## src/rtl/eds_pkg.sv

```systemverilog
package eds_pkg;
    typedef enum logic [1:0] {
        ST_RUN = 2'd0,
        ST_SW1 = 2'd1,
        ST_SW2 = 2'd2
    } sw_state_t;

    localparam int NUM_SLOTS = 2;

    // opcode of shared slot s: 0x0B, 0x2B
    function automatic logic [6:0] slot_opcode(input int s);
        return 7'h0B | 7'(s << 5);
    endfunction

    // slots engine e (e>0) supports: 1 -> both, 2 -> slot 0, 3 -> slot 1
    function automatic logic [NUM_SLOTS-1:0] slot_mask(input int e);
        if (e == 0) return '0;
        case (e % 3)
            1: return 2'b11;
            2: return 2'b01;
            default: return 2'b10;
        endcase
    endfunction
endpackage

```

## src/rtl/eds_id_table.sv

```systemverilog
module eds_id_table #(
    parameter int          NUM_ENTRIES = 4,
    parameter logic [31:0] VENDOR_BASE = 32'h0000_0A5C,
    parameter logic [31:0] ARCH_BASE   = 32'h0000_1000,
    localparam int         IDX_W       = $clog2(NUM_ENTRIES)
) (
    input  logic [31:0]      q_vendor,
    input  logic [31:0]      q_arch,
    input  logic [IDX_W-1:0] cur_idx,
    output logic             hit,
    output logic [IDX_W-1:0] hit_idx,
    output logic [31:0]      rd_vendor,
    output logic [31:0]      rd_arch
);
    function automatic logic [31:0] ent_vendor(input int i);
        return (i == 0) ? 32'h0 : VENDOR_BASE;
    endfunction

    function automatic logic [31:0] ent_arch(input int i);
        return (i == 0) ? 32'h0 : ARCH_BASE + 32'(i);
    endfunction

    logic [NUM_ENTRIES-1:0] match;
    logic [NUM_ENTRIES-1:0][31:0] vend_tab;
    logic [NUM_ENTRIES-1:0][31:0] arch_tab;

    for (genvar i = 0; i < NUM_ENTRIES; i++) begin : g_ent
        assign vend_tab[i] = ent_vendor(i);
        assign arch_tab[i] = ent_arch(i);
        assign match[i]    = (q_vendor == vend_tab[i]) && (q_arch == arch_tab[i]);
    end

    always_comb begin
        hit     = |match;
        hit_idx = '0;
        for (int i = 0; i < NUM_ENTRIES; i++) begin
            if (match[i]) hit_idx = IDX_W'(i);
        end
    end

    assign rd_vendor = vend_tab[cur_idx];
    assign rd_arch   = arch_tab[cur_idx];
endmodule

```

## src/rtl/eds_match.sv

```systemverilog
module eds_match
    import eds_pkg::*;
#(
    parameter  int NUM_ENG = 4,
    localparam int IDX_W   = $clog2(NUM_ENG)
) (
    input  logic [31:0]      instr,
    input  logic             decode_ok,
    input  logic [IDX_W-1:0] sel_idx,
    output logic [NUM_ENG-1:0] claim
);
    logic [NUM_SLOTS-1:0] slot_hit;
    logic                 base_ok;
    logic [NUM_ENG-1:0]   owner_en;

    for (genvar s = 0; s < NUM_SLOTS; s++) begin : g_slot
        assign slot_hit[s] = (instr[6:0] == slot_opcode(s));
    end

    assign base_ok = decode_ok && (instr[1:0] == 2'b11) && (instr != 32'h0);

    // the one extra enable term per engine
    for (genvar e = 0; e < NUM_ENG; e++) begin : g_eng
        assign owner_en[e] = (sel_idx == IDX_W'(e));
        if (e == 0) begin : g_std
            assign claim[e] = base_ok && !(|slot_hit);
        end else begin : g_ext
            assign claim[e] = base_ok && owner_en[e] && |(slot_hit & slot_mask(e));
        end
    end

    logic unused_owner0;
    assign unused_owner0 = owner_en[0];
endmodule

```

## src/rtl/ext_decode_steer.sv

```systemverilog
module ext_decode_steer
    import eds_pkg::*;
#(
    parameter  int          NUM_ENTRIES = 4,
    parameter  bit          ID_WRITABLE = 1'b1,
    parameter  logic [31:0] VENDOR_BASE = 32'h0000_0A5C,
    parameter  logic [31:0] ARCH_BASE   = 32'h0000_1000,
    localparam int          NUM_ENG     = NUM_ENTRIES,
    localparam int          IDX_W       = $clog2(NUM_ENTRIES)
) (
    input  logic               clk,
    input  logic               rst_n,
    input  logic               csr_wr,
    input  logic [31:0]        csr_wvendor,
    input  logic [31:0]        csr_warch,
    output logic [31:0]        csr_rvendor,
    output logic [31:0]        csr_rarch,
    input  logic               instr_valid,
    input  logic [31:0]        instr,
    output logic [NUM_ENG-1:0] eng_en,
    output logic               illegal_instr,
    output logic               stall
);
    sw_state_t        state_q, state_d;
    logic [IDX_W-1:0] idx_q;
    logic             tbl_hit;
    logic [IDX_W-1:0] tbl_idx;
    logic             accept;
    logic             decode_ok;
    logic [NUM_ENG-1:0] claim;

    eds_id_table #(
        .NUM_ENTRIES (NUM_ENTRIES),
        .VENDOR_BASE (VENDOR_BASE),
        .ARCH_BASE   (ARCH_BASE)
    ) u_table (
        .q_vendor  (csr_wvendor),
        .q_arch    (csr_warch),
        .cur_idx   (idx_q),
        .hit       (tbl_hit),
        .hit_idx   (tbl_idx),
        .rd_vendor (csr_rvendor),
        .rd_arch   (csr_rarch)
    );

    eds_match #(.NUM_ENG(NUM_ENG)) u_match (
        .instr     (instr),
        .decode_ok (decode_ok),
        .sel_idx   (idx_q),
        .claim     (claim)
    );

    assign accept = ID_WRITABLE && csr_wr && (state_q == ST_RUN) && tbl_hit;

    always_comb begin
        unique case (state_q)
            ST_RUN:  state_d = accept ? ST_SW1 : ST_RUN;
            ST_SW1:  state_d = ST_SW2;
            ST_SW2:  state_d = ST_RUN;
            default: state_d = ST_RUN;
        endcase
    end

    always_ff @(posedge clk or negedge rst_n) begin
        if (!rst_n) begin
            state_q <= ST_RUN;
            idx_q   <= '0;
        end else begin
            state_q <= state_d;
            if (accept) idx_q <= tbl_idx;
        end
    end

    always_comb begin
        stall         = 1'b0;
        decode_ok     = 1'b0;
        eng_en        = '0;
        illegal_instr = 1'b0;
        unique case (state_q)
            ST_RUN: begin
                decode_ok     = instr_valid;
                eng_en        = claim;
                illegal_instr = instr_valid && !(|claim);
            end
            ST_SW1, ST_SW2: stall = 1'b1;
            default: stall = 1'b0;
        endcase
    end
endmodule

```

## config.mk

```make
export PLATFORM = sky130hd
export DESIGN_NAME = ext_decode_steer
export DESIGN_NICKNAME = d
export VERILOG_FILES = /design/src/rtl/eds_pkg.sv /design/src/rtl/eds_id_table.sv /design/src/rtl/eds_match.sv /design/src/rtl/ext_decode_steer.sv
export SDC_FILE = /design/constraint.sdc
export NUM_CORES = 1
export LEC_CHECK = 0
export ABC_AREA = 1
export BUFFER_PORTS_ARGS = -buffer_cell sky130_fd_sc_hd__buf_4
export CORE_MARGIN = 10
export CORE_UTILIZATION = 31
export CTS_CLUSTER_SIZE = 25
export DETAILED_ROUTE_END_ITERATION = 12
export GPL_TIMING_DRIVEN = 0
export MAX_ROUTING_LAYER = met4
export PLACE_DENSITY = 0.82
export SLEW_MARGIN = 0
export SYNTH_ARGS = -nofsm -noshare
export SYNTH_HDL_FRONTEND = slang
export SYNTH_SLANG_ARGS = --single-unit
```

## constraint.sdc

```tcl
create_clock -name clk -period 1.7 [get_ports clk]
set_clock_uncertainty 0.2 [all_clocks]
set_input_delay 0.085 -clock clk [delete_from_list [all_inputs] [get_ports clk]]
set_output_delay 0.085 -clock clk [all_outputs]
set_load 0.01 [all_outputs]
```

==> results_dict.tcl, run 1 <==
set metrics [dict create \
    status "completed" \
    design.final.nets 469 \
    fp.dieW_um 82.3 \
    mostFrequentLayoutCells "buf_4, conb_1, nand2_1, nor2_1, inv_1" \
    vias_per_cell 3.60 \
    cp_max_fo 4 \
    ctsRootBufferMaster "clkbuf_8" \
    cts_tree "done" \
    placement_rows 22 \
    rr_startpoint "state_q[1]" \
    drt-total-wl_mm 4.39 \
    cap_violations 0 \
    ys_flop_type "dfrtp_1" \
    sw_frac_of_total 0.286 \
    layout_setup_ws_ps 29.2 \
    number_of_antenna_violations_at_the_first_check_in_global_routing 0 \
    clock_insertion_delay_worst_skew_ps 210 \
    dieArea_sq_um 6770 \
    h_tree_levels 1 \
    synth-simple-area-share 0.396 \
    layout_commonest_cell "buf_4" \
    clock_transition_at_the_registers_of_the_reported_paths_ps 30 \
    worst_setup_path_end_kind "primary output" \
    fmax_ghz 0.599 \
    gp_congestion 0.805 \
    power.ir.vdd_worst_mv 0.210 \
    hold_path.class "input port to asynchronous set/reset pin" \
    final_core_utilization 0.602 \
    detail-route-antenna-nets 0 \
    post_route_cells_drive_above_1_share 0.482 \
    io_buffer_count 89 \
    period_utilisation_layout 0.983 \
    dpl_worst_slack_ps 204 \
    timing.reg2reg.setup_slack_ps 150 \
    antenna_fix_cells 0 \
    yosys-mux-area-fraction 0 \
    cts.sink_count 4 \
    adder_cell_share_of_the_synthesized_area 0.0208 \
    ys_types 19 \
    yosysWarningCount 0 \
    cts_inserted_buffers 3 \
    syn_inst 216 \
    post_drt_wl_per_cell_um 10.6 \
    grt_util_all_layers 0.115 \
    grt_max_degree 8 \
    final_period_minus_worst_setup_slack_ps 1670 \
    syn_area_sq_um 1200 \
    core_sq_um 3720 \
    worst_setup_path_startpoint "state_q[1]" \
    static-leakage-power_uw 0.00143 \
    timing.critical_path.from_type "register" \
    comb_power_share 0.551 \
    grt_remaining_overflow 0 \
    power_frac_seq 0.149 \
    asyncSetResetFlopFracSynth 1.00 \
    worst_ep_arrival_time_ps 1390 \
    fraction_of_the_mapped_netlist_area_in_compound_gates 0.0104 \
    dr.pass1.iters 4 \
    clock_power_share 0.301 \
    setup-violations-final 0 \
    syn-mean-instance-area_sq_um 5.57 \
    pin_count 170 \
    dieHeight_um 82.3 \
    hold_viol_final 0 \
    drv_slew 0 \
    power_per_cell_area_nw_per_um2 289 \
    synth_xor_xnor_area_share 0 \
    number_of_global_route_vias_before_repair 1419 \
    proportion_of_synthesized_chip_area_in_sequential_cells 0.0832 \
    detailedRoute.firstIterationViolations 15 \
    crit-reg2reg-capture "idx_q[0]" \
    place_hpwl_mm 4.06 \
    worstSetupPathType "register to primary output" \
    grt_pass1_wl_mm 6.04 \
    cts.path.max_buffers 2 \
    worst_ep_required_time_ps 1410 \
    layout.filler_cells 377 \
    via_count 1486 \
    initial_core_util 0.324 \
    dominant_combinational_cell_family_by_area_after_synthesis "buffers and inverters" \
    net-switching-power_uw 185 \
    postSynthRegisterBits 4 \
    p_int_uw 461 \
    detail_route.drc_violations 0 \
    synth-edff-count 0 \
    area_growth_syn_to_layout_pct 86.0 \
    worst-r2r-cell-count 8 \
]
state kept, by name, indices dropped and copies added, names as in the netlist:
register,count
idx_q,2
state_q,2
per-layer routing:
layer / track usage / routed length (um) / share of wire
met5: - / 0 / 0
met4: 0.0357 / 51 / 0.012
met3: 0.0389 / 622 / 0.14
met2: 0.214 / 2200 / 0.50
met1: 0.109 / 1510 / 0.35
logic make-up after synthesis:
group,count (synthesis)
AND/OR/NAND/NOR,112
buffers and inverters,95
flip-flops,4
AO/OA/AOI/OAI,2
adder cells (fa/ha/maj),2
other,1
worst max-delay path by stage:
stage                     to  slack, ps  cells past startpoint
2_1_floorplan      eng_en[1]        330                      4
3_3_place_gp   illegal_instr        220                      8
3_5_place_dp   illegal_instr        200                      8
4_1_cts        illegal_instr          9                      8
5_1_grt            eng_en[1]        -40                      5
6_report       illegal_instr         30                      8
synth_stat cells, drive strengths merged, types with 2 or more instances:
master  count  area share
dfrtp       4       0.083
ha          2       0.021
nand4       2       0.010
nand3       8       0.037
nor2       49        0.17
nand2      48        0.16
buf        61        0.38
nor3        3       0.017
inv        33        0.10
power by group through the flow:
stage                     Clock (uW)  Sequential (uW)  Combinational, uW
after floorplan                    0             97.0                195
after global placement             0             96.9                334
after detailed placement           0             96.9                338
after CTS                        198             95.9                341
after global routing             211             95.8                394
final                            194             95.9                356
worst max-delay path, stage by stage, from the launching register on:
cell and delay, ps:
dfrtp_1 350, inv_1 80, ha_2 210, nand3_2 90
inv_2 100, nand3_2 90, nand3_2 90, nor2_2 40
buf_6 110
final cells by class:
| type | instances | area [sq um] | share of cell area |
|---|---|---|---|
| plain buffers | 61 | 458 | 0.205 |
| clock buffers | 3 | 41.3 | 0.0184 |
| inverters | 34 | 128 | 0.0570 |
| multi-input cells | 171 | 754 | 0.337 |
| flip-flops and latches | 4 | 100 | 0.0447 |
| well taps | 48 | 60.1 | 0.0268 |
| repair buffers | 92 | 697 | 0.311 |
repair_timing:
item	in CTS	in global routing
hold endpoints to repair	4	0
pin swaps	0	3
gates resized for setup	2	9
endpoints found under the setup margin	1	2
hold buffers	1	0
setup buffers	0	2
metrics by stage:
step | instance area, sq um | power [uW] | hold slack (ps) | setup TNS, ps | cells
floorplan | 1410 | 292 | -411 | 0 | 270
global placement | 2130 | 431 | -319 | 0 | 407
detailed placement | 2130 | 435 | -319 | 0 | 407
CTS | 2190 | 635 | 9.13 | 0 | 411
global route | 2240 | 701 | 25.0 | -78.2 | 413
finish | 2240 | 646 | 18.1 | 0 | 413
Power figures use the tool's default switching activity.
==> run 2: changes to the inputs <==
Clock period 1.7 ns to 1.9 ns, I/O delays scaled along.
==> run 2 against run 1 <==
Compared with the run above: count of clock-buffer cells in the layout is the same; setup slack gained 150 ps; critical path type unchanged; total power shrank 11%; final area shrank 2.3%; register-to-register slack gained 300 ps; cell count shrank 0.48%; critical endpoint unchanged; clock power shrank 10%; critical path depth is the same; highest routed layer unchanged; die area is the same; sequential share of layout area grew 0.11 points; first-iteration DRC count shrank 33%; utilization shrank 1.4 points.
==> results_dict.tcl, run 2 (synthesis results as in run 1) <==
set metrics [dict create \
    status "completed" \
    area.sequential_sq_um 100 \
    pin_count 170 \
    mostFrequentLayoutCells "buf_4, conb_1, nand2_1, nor2_1, inv_1" \
    finalNonFillerCells 411 \
    drt-total-wl_mm 4.27 \
    grt_pass1_wl_mm 6.04 \
    layout_setup_ws_ps 183 \
    dr.pass1.iters 4 \
    cts.sink_count 4 \
    cts_inserted_buffers 3 \
    dpl_worst_slack_ps 394 \
    worst_ep_arrival_time_ps 1420 \
    cap_violations 0 \
    crit_chain "inv_1 > ha_1 > nand3_1 > inv_1 > nand3_1 > nand3_1 > nor2_1 > buf_4" \
    hold_path.class "input port to asynchronous set/reset pin" \
    gp_congestion 0.805 \
    post_drt_wl_per_cell_um 10.4 \
    static-leakage-power_uw 0.00142 \
    post_route_cells_drive_above_1_share 0.455 \
    detail-route-antenna-nets 0 \
    crit-reg2reg-capture "idx_q[0]" \
    power.ir.vdd_worst_mv 0.187 \
    cp-endpoint "illegal_instr" \
    worst_setup_path_startpoint "state_q[0]" \
    fp.dieW_um 82.3 \
    p_int_uw 411 \
    net-switching-power_uw 163 \
    antenna_fix_cells 0 \
    cp.buffers_inverters 3 \
    design.final.nets 467 \
    initial_core_util 0.324 \
    period_utilisation_layout 0.904 \
    cpMostUsedCell "nand3_1" \
    detailedRoute.firstIterationViolations 10 \
    cts_tree "done" \
    place_hpwl_mm 4.06 \
    final_period_minus_worst_setup_slack_ps 1720 \
    cpLargestDelayFamily "flip-flops" \
    timing.critical_path.slowest_stage_cell "dfrtp_1" \
    rr_startpoint "state_q[0]" \
    final_core_utilization 0.588 \
    placement_rows 22 \
    timing.reg2reg.setup_slack_ps 450 \
    postCtsResizedCells 0 \
    clock_insertion_delay_worst_skew_ps 210 \
    core_sq_um 3720 \
    layout.filler_cells 388 \
    grt_remaining_overflow 0 \
    timing.critical_path.from_type "register" \
    worst-r2r-cell-count 7 \
    multiInputGateArea_sq_um 721 \
    setup_tns_ps 0 \
    io_buffer_count 89 \
    layout_commonest_cell "buf_4" \
    dieArea_sq_um 6770 \
    cts.path.max_buffers 2 \
    cp_max_fo 4 \
    worstSetupPathType "register to primary output" \
    vias_per_cell 3.58 \
    critical_path.max_stage_delay_ps 370 \
    number_of_antenna_violations_at_the_first_check_in_global_routing 0 \
    largest_registers "idx_q (2), state_q (2)" \
    grt_util_all_layers 0.115 \
    comb_power_share 0.547 \
    sw_frac_of_total 0.284 \
    clock_transition_at_the_registers_of_the_reported_paths_ps 30 \
    ctsRootBufferMaster "clkbuf_8" \
    rsz0062_at_grt "no" \
    via_count 1472 \
    area_growth_syn_to_layout_pct 81.6 \
    worst_ep_required_time_ps 1600 \
    setup-violations-final 0 \
    power_frac_seq 0.150 \
    worst_setup_path_end_kind "primary output" \
    power_per_cell_area_nw_per_um2 262 \
    placed_cells 407 \
    clock_power_share 0.303 \
    dieHeight_um 82.3 \
    fmax_ghz 0.582 \
    cts_setup_buffers 0 \
    hold_viol_final 0 \
    h_tree_levels 1 \
    number_of_global_route_vias_before_repair 1419 \
    worstSetupPathDepth 8 \
    detail_route.drc_violations 0 \
    drv_slew 0 \
    grt_max_degree 8 \
]
## run 2: area by class of cell
type | instances | area share
well taps | 48 | 0.0275
clock buffers | 3 | 0.0189
flip-flops and latches | 4 | 0.0458
plain buffers | 61 | 0.210
inverters | 34 | 0.0584
multi-input cells | 171 | 0.330
repair buffers | 90 | 0.310
## run 2: timing repair
action                     in CTS  in global routing
setup endpoints to repair       0                  0
hold buffers                    1                  0
hold endpoints to repair        4                  0
## run 2: worst reg2reg max path, stage by stage, from the launching register on
cell	delay, ps
dfrtp_1	370
inv_1	60
ha_1	200
nand2_1	110
nor3_2	200
nand2_2	90
nand3_1	70
nand2_1	50
## run 2: per-stage QoR
step | instance area, sq um | hold WS [ps] | total power (uW)
final | 2190 | 28.1 | 573
after global routing | 2190 | 35.0 | 622
after CTS | 2190 | 19.1 | 568
after detailed placement | 2130 | -309 | 390
after global placement | 2130 | -309 | 386
after floorplan | 1410 | -401 | 261
## run 2: metal layers
metal	wire length, um	part of all wire	global-route usage
met4	51	0.012	0.0357
met1	1520	0.36	0.109
met3	610	0.14	0.0389
met2	2090	0.49	0.214
met5	0	0	-
## run 2: worst min path at each step
stage,slack (ps),from,depth (start not counted),end
floorplan,-400,rst_n,0,idx_q[0]
global placement,-310,rst_n,1,state_q[1]
detailed placement,-310,rst_n,1,state_q[1]
CTS,20,rst_n,2,idx_q[0]
global route,30,rst_n,2,idx_q[0]
finish,30,rst_n,2,idx_q[0]
## run 2: power groups by stage
stage / registers (uW) / clock network (uW) / logic, uW
2_1_floorplan: 86.8 / 0 / 174
3_3_place_gp: 86.7 / 0 / 299
3_5_place_dp: 86.7 / 0 / 303
4_1_cts: 85.8 / 177 / 305
5_1_grt: 85.7 / 188 / 348
6_report: 85.8 / 174 / 314
==> run 3: changes to the inputs <==
Settings changed: RECOVER_POWER from default to 100.
==> run 3 against run 2 <==
Compared with the run above: critical path depth is the same; flip-flop and latch count unchanged; first-iteration DRC count shrank 10%; non-clock buffer count did not move; total power decreased by 0.33%; final area shrank 1.9%; combinational power is essentially flat; highest routed layer unchanged.
==> results_dict.tcl, run 3 (synthesis results as in run 1) <==
set metrics [dict create \
    wire_length_the_detailed_router_placed_on_met1_mm 1.56 \
    cap_violations 0 \
    timing.critical_path.from_type "register" \
    fp.dieW_um 82.3 \
    routed.top_layer "met4" \
    placed_cells 407 \
    grt_max_degree 8 \
    place_hpwl_mm 4.06 \
    cts.sink_count 4 \
    setup-violations-final 0 \
    placement_rows 22 \
    cts.path.max_buffers 2 \
    layout_commonest_cell "buf_4" \
    h_tree_levels 1 \
    cts_inserted_buffers 3 \
    dr_wl_met3_um 588 \
    final_core_utilization 0.577 \
    wl_met2_mm 2.08 \
    number_of_antenna_violations_at_the_first_check_in_global_routing 0 \
    via_count 1472 \
    drv_slew 0 \
    hold_viol_final 0 \
    setup_tns_ps 0 \
    grt_util_all_layers 0.115 \
    io_buffer_count 89 \
    number_of_global_route_vias_before_repair 1419 \
    gp_congestion 0.805 \
    design.final.nets 467 \
    drt-total-wl_mm 4.28 \
    ctsRootBufferMaster "clkbuf_8" \
    power.ir.vdd_worst_mv 0.186 \
    detail-route-antenna-nets 0 \
    detail_route.drc_violations 0 \
    pin_count 170 \
    postCtsResizedCells 0 \
    post_drt_wl_per_cell_um 10.4 \
    clock_insertion_delay_worst_skew_ps 210 \
    grt_remaining_overflow 0 \
    status "completed" \
    worstSetupPathType "register to primary output" \
    grt_pass1_wl_mm 6.04 \
    area_growth_syn_to_layout_pct 78.2 \
    post_route_cells_drive_above_1_share 0.424 \
    cp_max_fo 4 \
    core_sq_um 3720 \
    mostFrequentLayoutCells "buf_4, conb_1, nand2_1, nor2_1, inv_1" \
    worst_setup_path_end_kind "primary output" \
    antenna_fix_cells 0 \
    hold_path.class "input port to asynchronous set/reset pin" \
    power_per_cell_area_nw_per_um2 266 \
    timing.reg2reg.setup_slack_ps 410 \
    clock_transition_at_the_registers_of_the_reported_paths_ps 30 \
    initial_core_util 0.324 \
    period_utilisation_layout 0.905 \
    crit-reg2reg-capture "idx_q[0]" \
    dieHeight_um 82.3 \
    finalNonFillerCells 411 \
    layout.filler_cells 403 \
    detailedRoute.firstIterationViolations 9 \
    worst_hold_slack_ps 51.1 \
    rr_startpoint "state_q[0]" \
    worst_ep_required_time_ps 1600 \
    largest_registers "idx_q (2), state_q (2)" \
    worst-r2r-cell-count 8 \
    rsz0062_at_grt "no" \
    final_period_minus_worst_setup_slack_ps 1720 \
    fmax_ghz 0.582 \
    static-leakage-power_uw 0.00138 \
    worst_ep_arrival_time_ps 1420 \
    cts_tree "done" \
    worst_setup_path_startpoint "state_q[0]" \
    vias_per_cell 3.58 \
    dieArea_sq_um 6770 \
    cts_setup_buffers 0 \
    dr.pass1.iters 4 \
]
## run 3: worst max path at each step
stage	slack, ps	depth (start not counted)	end
3_5_place_dp	390	8	illegal_instr
3_3_place_gp	410	8	illegal_instr
5_1_grt	70	8	illegal_instr
4_1_cts	170	8	illegal_instr
6_report	180	8	illegal_instr
2_1_floorplan	520	4	eng_en[1]
## run 3: through the flow
stage,cell area [sq um],worst slack [ps],total power [uW]
2_1_floorplan,1410,519,261
3_3_place_gp,2130,413,386
3_5_place_dp,2130,394,390
4_1_cts,2190,169,568
5_1_grt,2140,67.2,620
6_report,2140,180,571
## run 3: timing repair
action	4_1_cts	5_1_grt
setup endpoints to repair	0	0
endpoints found under the hold margin	4	0
hold buffers	1	0
## run 3: per-layer routing
| layer | global-route usage | vias up |
|---|---|---|
| li1 | - | 812 |
| met1 | 0.109 | 570 |
| met2 | 0.214 | 86 |
| met3 | 0.0389 | 4 |
| met4 | 0.0357 | 0 |
| met5 | - | - |
## run 3: power breakdown
part | switching (uW) | internal (uW)
clock | 39.1 | 135
sequential | 0 | 85.9
combinational | 123 | 189
total | 162 | 409
## run 3: layout make-up
class / count / area (sq um) / area share
Multi-Input combinational cell: 171 / 713 / 0.333
Inverter: 34 / 128 / 0.0595
Buffer: 61 / 458 / 0.214
Clock buffer: 3 / 41.3 / 0.0193
Tap cell: 48 / 60.1 / 0.0280
Sequential cell: 4 / 100 / 0.0467
Timing Repair Buffer: 90 / 644 / 0.300
## run 3: critical path, cell delays in order (launching register included)
cell     delay (ps)
dfrtp_1         370
inv_1            60
ha_1            200
nand3_1         110
inv_1           110
nand3_1         110
nand3_1          90
nor2_1           40
buf_4           130
